===== config.mk =====
export PLATFORM = sky130hd
export DESIGN_NAME = rxq_line_status
export DESIGN_NICKNAME = d
export VERILOG_FILES = /design/src/rtl/rxq_pkg.sv /design/src/rtl/rxq_parity_chk.sv /design/src/rtl/rxq_store.sv /design/src/rtl/rxq_ctrl.sv /design/src/rtl/rxq_line_status.sv
export SDC_FILE = /design/constraint.sdc
export NUM_CORES = 1
export LEC_CHECK = 0
export BUFFER_PORTS_ARGS = -buffer_cell sky130_fd_sc_hd__buf_2
export CORE_MARGIN = 2
export CORE_UTILIZATION = 54
export DETAILED_ROUTE_END_ITERATION = 12
export PLACE_DENSITY = 0.72
export REMOVE_ABC_BUFFERS = 1
export SLEW_MARGIN = 30
export SYNTH_ARGS = -nofsm -noshare
export SYNTH_HDL_FRONTEND = slang
export SYNTH_SLANG_ARGS = --single-unit

===== constraint.sdc =====
create_clock -name clk -period 7.16 [get_ports clk]
set_input_delay 1.432 -clock clk [delete_from_list [all_inputs] [get_ports clk]]
set_output_delay 1.432 -clock clk [all_outputs]
set_load 0.05 [all_outputs]

===== src/rtl/rxq_pkg.sv =====
package rxq_pkg;
    localparam int CHAR_W = 8;

    typedef enum logic [1:0] {
        OCC_EMPTY   = 2'd0,
        OCC_PARTIAL = 2'd1,
        OCC_FULL    = 2'd2
    } occ_state_t;

    typedef struct packed {
        logic              brk;
        logic              ferr;
        logic              perr;
        logic [CHAR_W-1:0] data;
    } rxq_entry_t;
endpackage


===== src/rtl/rxq_parity_chk.sv =====
module rxq_parity_chk
    import rxq_pkg::*;
(
    input  logic [1:0]        wlen,
    input  logic              par_en,
    input  logic              par_even,
    input  logic              par_stick,
    input  logic [CHAR_W-1:0] char_in,
    input  logic              par_bit,
    output logic [CHAR_W-1:0] char_out,
    output logic              perr
);
    localparam int MIN_BITS = 5;

    logic [CHAR_W-1:0] keep;
    logic              ones_odd;
    logic              want;

    always_comb begin
        for (int i = 0; i < CHAR_W; i++) begin
            keep[i] = (i < MIN_BITS + int'(wlen));
        end
        char_out = char_in & keep;
        ones_odd = ^char_out;
        if (par_stick) begin
            want = ~par_even;
        end else if (par_even) begin
            want = ones_odd;
        end else begin
            want = ~ones_odd;
        end
        perr = par_en && (par_bit != want);
    end
endmodule


===== src/rtl/rxq_store.sv =====
module rxq_store
    import rxq_pkg::*;
#(
    parameter int DEPTH = 16,
    localparam int PTR_W = (DEPTH > 1) ? $clog2(DEPTH) : 1
) (
    input  logic       clk,
    input  logic       rst_n,
    input  logic       push,
    input  logic       pop,
    input  logic       clr_tags,
    input  rxq_entry_t wr_entry,
    output rxq_entry_t head_entry
);
    rxq_entry_t       mem [DEPTH];
    logic [PTR_W-1:0] wr_ptr;
    logic [PTR_W-1:0] rd_ptr;

    function automatic logic [PTR_W-1:0] bump(input logic [PTR_W-1:0] p);
        return (p == PTR_W'(DEPTH - 1)) ? '0 : p + 1'b1;
    endfunction

    always_ff @(posedge clk) begin
        if (!rst_n) begin
            wr_ptr <= '0;
            rd_ptr <= '0;
            for (int i = 0; i < DEPTH; i++) begin
                mem[i] <= '0;
            end
        end else begin
            if (clr_tags) begin
                mem[rd_ptr].perr <= 1'b0;
                mem[rd_ptr].ferr <= 1'b0;
                mem[rd_ptr].brk  <= 1'b0;
            end
            if (push) begin
                mem[wr_ptr] <= wr_entry;
                wr_ptr      <= bump(wr_ptr);
            end
            if (pop) begin
                rd_ptr <= bump(rd_ptr);
            end
        end
    end

    assign head_entry = mem[rd_ptr];
endmodule


===== src/rtl/rxq_ctrl.sv =====
module rxq_ctrl
    import rxq_pkg::*;
#(
    parameter int DEPTH = 16,
    localparam int CNT_W = $clog2(DEPTH + 1)
) (
    input  logic clk,
    input  logic rst_n,
    input  logic rx_valid,
    input  logic rd_data,
    input  logic rd_stat,
    output logic push,
    output logic pop,
    output logic nonempty,
    output logic full,
    output logic ovr_flag
);
    occ_state_t       state;
    occ_state_t       nxt;
    logic [CNT_W-1:0] count;
    logic             ovr_evt;

    // State register and the counters that travel with it
    always_ff @(posedge clk) begin
        if (!rst_n) begin
            state    <= OCC_EMPTY;
            count    <= '0;
            ovr_flag <= 1'b0;
        end else begin
            state <= nxt;
            if (push && !pop) begin
                count <= count + 1'b1;
            end else if (pop && !push) begin
                count <= count - 1'b1;
            end
            if (ovr_evt) begin
                ovr_flag <= 1'b1;
            end else if (rd_stat) begin
                ovr_flag <= 1'b0;
            end
        end
    end

    // Outputs and next state
    always_comb begin
        nonempty = (state != OCC_EMPTY);
        full     = (state == OCC_FULL);
        push     = rx_valid && (!full || rd_data);
        pop      = rd_data && nonempty;
        ovr_evt  = rx_valid && full && !rd_data;
        nxt      = state;
        unique case (state)
            OCC_EMPTY: begin
                if (push) nxt = OCC_PARTIAL;                 // fill
            end
            OCC_PARTIAL: begin
                if (push && !pop && count == CNT_W'(DEPTH - 1)) begin
                    nxt = OCC_FULL;                          // top-off
                end else if (pop && !push && count == CNT_W'(1)) begin
                    nxt = OCC_EMPTY;                         // drain
                end
            end
            OCC_FULL: begin
                if (pop && !push) nxt = OCC_PARTIAL;         // release
            end
            default: nxt = OCC_EMPTY;
        endcase
    end
endmodule


===== src/rtl/rxq_line_status.sv =====
module rxq_line_status
    import rxq_pkg::*;
#(
    parameter int FIFO_DEPTH = 16
) (
    input  logic        clk,
    input  logic        rst_n,
    input  logic [1:0]  cfg_wlen,
    input  logic        cfg_par_en,
    input  logic        cfg_par_even,
    input  logic        cfg_par_stick,
    input  logic        rx_valid,
    input  logic [7:0]  rx_char,
    input  logic        rx_par_bit,
    input  logic        rx_frm_err,
    input  logic        rx_brk,
    input  logic        cpu_rd_data,
    input  logic        cpu_rd_stat,
    output logic [7:0]  head_char,
    output logic [4:0]  line_stat,
    output logic        lsi_req
);
    logic [CHAR_W-1:0] char_clean;
    logic              char_perr;
    logic              do_push;
    logic              do_pop;
    logic              occ_nonempty;
    logic              occ_full;
    logic              ovr_flag;
    rxq_entry_t        new_entry;
    rxq_entry_t        head;

    rxq_parity_chk u_par (
        .wlen      (cfg_wlen),
        .par_en    (cfg_par_en),
        .par_even  (cfg_par_even),
        .par_stick (cfg_par_stick),
        .char_in   (rx_char),
        .par_bit   (rx_par_bit),
        .char_out  (char_clean),
        .perr      (char_perr)
    );

    rxq_ctrl #(.DEPTH(FIFO_DEPTH)) u_ctrl (
        .clk      (clk),
        .rst_n    (rst_n),
        .rx_valid (rx_valid),
        .rd_data  (cpu_rd_data),
        .rd_stat  (cpu_rd_stat),
        .push     (do_push),
        .pop      (do_pop),
        .nonempty (occ_nonempty),
        .full     (occ_full),
        .ovr_flag (ovr_flag)
    );

    assign new_entry = '{brk: rx_brk, ferr: rx_frm_err, perr: char_perr, data: char_clean};

    rxq_store #(.DEPTH(FIFO_DEPTH)) u_store (
        .clk        (clk),
        .rst_n      (rst_n),
        .push       (do_push),
        .pop        (do_pop),
        .clr_tags   (cpu_rd_stat && occ_nonempty),
        .wr_entry   (new_entry),
        .head_entry (head)
    );

    always_comb begin
        head_char = occ_nonempty ? head.data : '0;
        line_stat = {head.brk  && occ_nonempty,
                     head.ferr && occ_nonempty,
                     head.perr && occ_nonempty,
                     ovr_flag,
                     occ_nonempty};
        lsi_req   = |line_stat[4:1];
    end
endmodule


==> metrics <==
H-tree depth=4; diodes inserted=0; mapped cell area=9380 µm²; Iteration-0 DRC Markers=684; Final GP Congestion=0.873; post-synth top area cell=edfxtp_1; worst-path cell chain=buf_4 -> mux4_2 -> a22oi_1 -> and3_1 -> nor3b_1 -> o21ai_0 -> buf_2; fill cell count=1306; total clock sinks=196; post-synthesis compound-gate area fraction=4.60%; Area Overhead vs Synth=9.28%; global-route track usage on met1=34.1%; Post-CTS Setup Bufs=0; global route overflow=0; first-pass GRT wire length=33000 µm; share of cells above drive strength 1=19.9%; chip height=136 µm; RSZ-0062 raised after global routing=false; #FFs+latches synth=196; TritonRoute pass-1 iters=7; kind of critical path=reg2out; worst skew pair latency=0.44 ns; Leakage=3.72 nW; CP max stage delay=0.76 ns; port bufs=34; Die X=136 µm; worst-path fanout max=27; Fin Setup TNS=0 ns; total vias in the final route=5768; post-synthesis adder-cell area fraction=1.87%; Initial Utilization=54.8%; gr usage total=24.7%; Worst Tran Pin Value=1.10 ns; clock skew=0.00917 ns; area of the multi-input gates=3480 µm²; CTS tree=built; routed len/inst=22.9 µm; post-synthesis sequential area ratio=60.6%; EDFF count, synth=176; simple-gate share of the synthesized area=16.4%; Slew Limit Fails=0; synthesized area per cell=13.8 µm²; CTS root buffer=clkbuf_16; maximum root-to-sink buffer count=2; total wire length=21300 µm; DRT antenna net count=0; Net count, final=729; count leader, synth=edfxtp_1; # resized after CTS=0; Max IR drop VDD=0.183 mV; main flop type after synthesis=edfxtp_1; Hold Crit Class=reg2reg; hold buffers post-CTS=0; standard-cell rows=48; fmax=0.212 GHz; met3 usage=4.70%; Slew HR=26.4%; cell count after synthesis=679; multiplexer area fraction after synthesis=12.7%; TritonCTS Buffers=17; fin crit period=4.71 ns; dpl hpwl=15400 µm; largest net degree at the start of global routing=45; Tcrit/Tclk final=65.8%; Worst-path clk slew=0.07 ns; synth warn=0; DRC=0; Hold Fails Final Rpt=0; drt via density=6.19; Setup violations, final=0; initial antenna violation count=0; CP endpoint kind=output pin; synth unique cells=45; crit path DAT=3.28 ns; xor and xnor area share after synthesis=1.36%; core area=17100 µm²; synth top area cells=edfxtp_1 (56%), mux4_2 (12%), and2_1 (8.1%), dfxtp_1 (4.3%), nor2_1 (2.8%); max-cap violation count=0; main combinational cell family by area after synthesis=simple AND/OR/NAND/NOR gates; Pwr Total=2.46 mW; Register Area=5690 µm²; most frequent cells after synthesis=edfxtp_1 (176), and2_1 (122), nor2_1 (69); status=finished clean; via count of the first global-routing pass=5669; Worst Path Required=5.73 ns; post-synthesis async set-or-reset flop share=0%; Worst path slowest cell=dfxtp_2; Startpoint Class=flip-flop; gr busiest metal=met2; Yosys top cell area share=56.3%; met2 Use GR=38.6%; Ports=35; die footprint=18400 µm²; Power per Cell Area=240 nW/µm²
-- layout make-up --
cell class              count  area share [%]
clock buffers              17            4.15
clock inverters            15            1.46
inverters                  12           0.439
multi-input cells         431            33.9
flip-flops and latches    196            55.5
well taps                 225            2.75
repair buffers             36            1.81
-- stage by stage --
stage	hold slack (ns)	instance area, µm²	utilization, %	instances	setup slack [ns]
2_1_floorplan	0.494	9190	-	639	1.85
3_3_place_gp	0.517	9660	56.5	900	2.88
3_5_place_dp	0.529	9670	56.5	900	2.85
4_1_cts	0.541	10200	59.9	932	2.37
5_1_grt	0.594	10300	59.9	932	2.15
6_report	0.540	10300	59.9	932	2.45
-- registers in the layout, indices dropped and copies added (netlist names), named ones only --
| register | flops |
|---|---|
| u_store.mem | 176 |
| u_store.wr_ptr | 4 |
| u_ctrl.count | 5 |
| u_ctrl.state | 2 |
| u_ctrl.ovr_flag | 1 |
| u_store.rd_ptr | 4 |
-- where the power goes --
part | total (mW) | internal (mW) | leakage, nW | switching, mW
Sequential | 1.32 | 1.29 | 1.98 | 0.0270
Combinational | 0.215 | 0.0825 | 1.46 | 0.133
Clock | 0.933 | 0.490 | 0.279 | 0.443
Total | 2.46 | 1.86 | 3.72 | 0.603
-- worst paths after layout --
check / startpoint / endpoint / slack, ns / cells past startpoint
worst min-delay path: u_store.rd_ptr[1] / flip-flop / 0.54 / 2
worst max register to register: u_ctrl.state[0] / u_store.mem[3][4] / 4.16 / 5
worst min register to register: u_store.rd_ptr[1] / flip-flop / 0.54 / 2
worst max-delay path: flip-flop / lsi_req / 2.45 / 7
-- critical path: cells and delay by family, from the launching register on --
family,cells,cell delay (ns)
DFF,1,0.76
muxes,1,0.58
buffers and inverters,2,0.80
and+or+nand+nor,2,0.39
AOI/OAI and AO/OA,2,0.27
-- layer usage --
metal / vias to the layer above / wire length, µm / share of wire [%]
li1: 2520 / - / -
met1: 2918 / 8740 / 41
met2: 277 / 10200 / 48
met3: 53 / 1630 / 7.6
met4: 0 / 778 / 3.6
met5: - / 0 / 0
-- placed cells by master, fill, tap and decap left out, types with 5 or more instances in the layout --
cell type,synthesis,layout
nand4_1,7,7
nor3_1,6,5
clkbuf_16,0,17
buf_2,6,34
and2_1,122,122
dfxtp_1,20,18
nand2_1,34,34
xnor2_1,8,8
inv_1,12,12
mux4_2,52,52
a21boi_0,5,5
o21ai_0,8,8
and2_2,6,6
nand3_1,20,20
nor2b_1,7,7
nor2_1,69,69
a21o_1,16,16
a21oi_1,13,13
edfxtp_1,176,176
ha_1,14,14
a21oi_2,9,9
-- logic make-up after synthesis --
family	count (synthesis)
AO/OA/AOI/OAI	62
XOR/XNOR	13
adder cells (fa/ha/maj)	14
buffers and inverters	52
flip-flops	196
multiplexers	54
AND/OR/NAND/NOR	288
(Power assumes the default switching activity.)
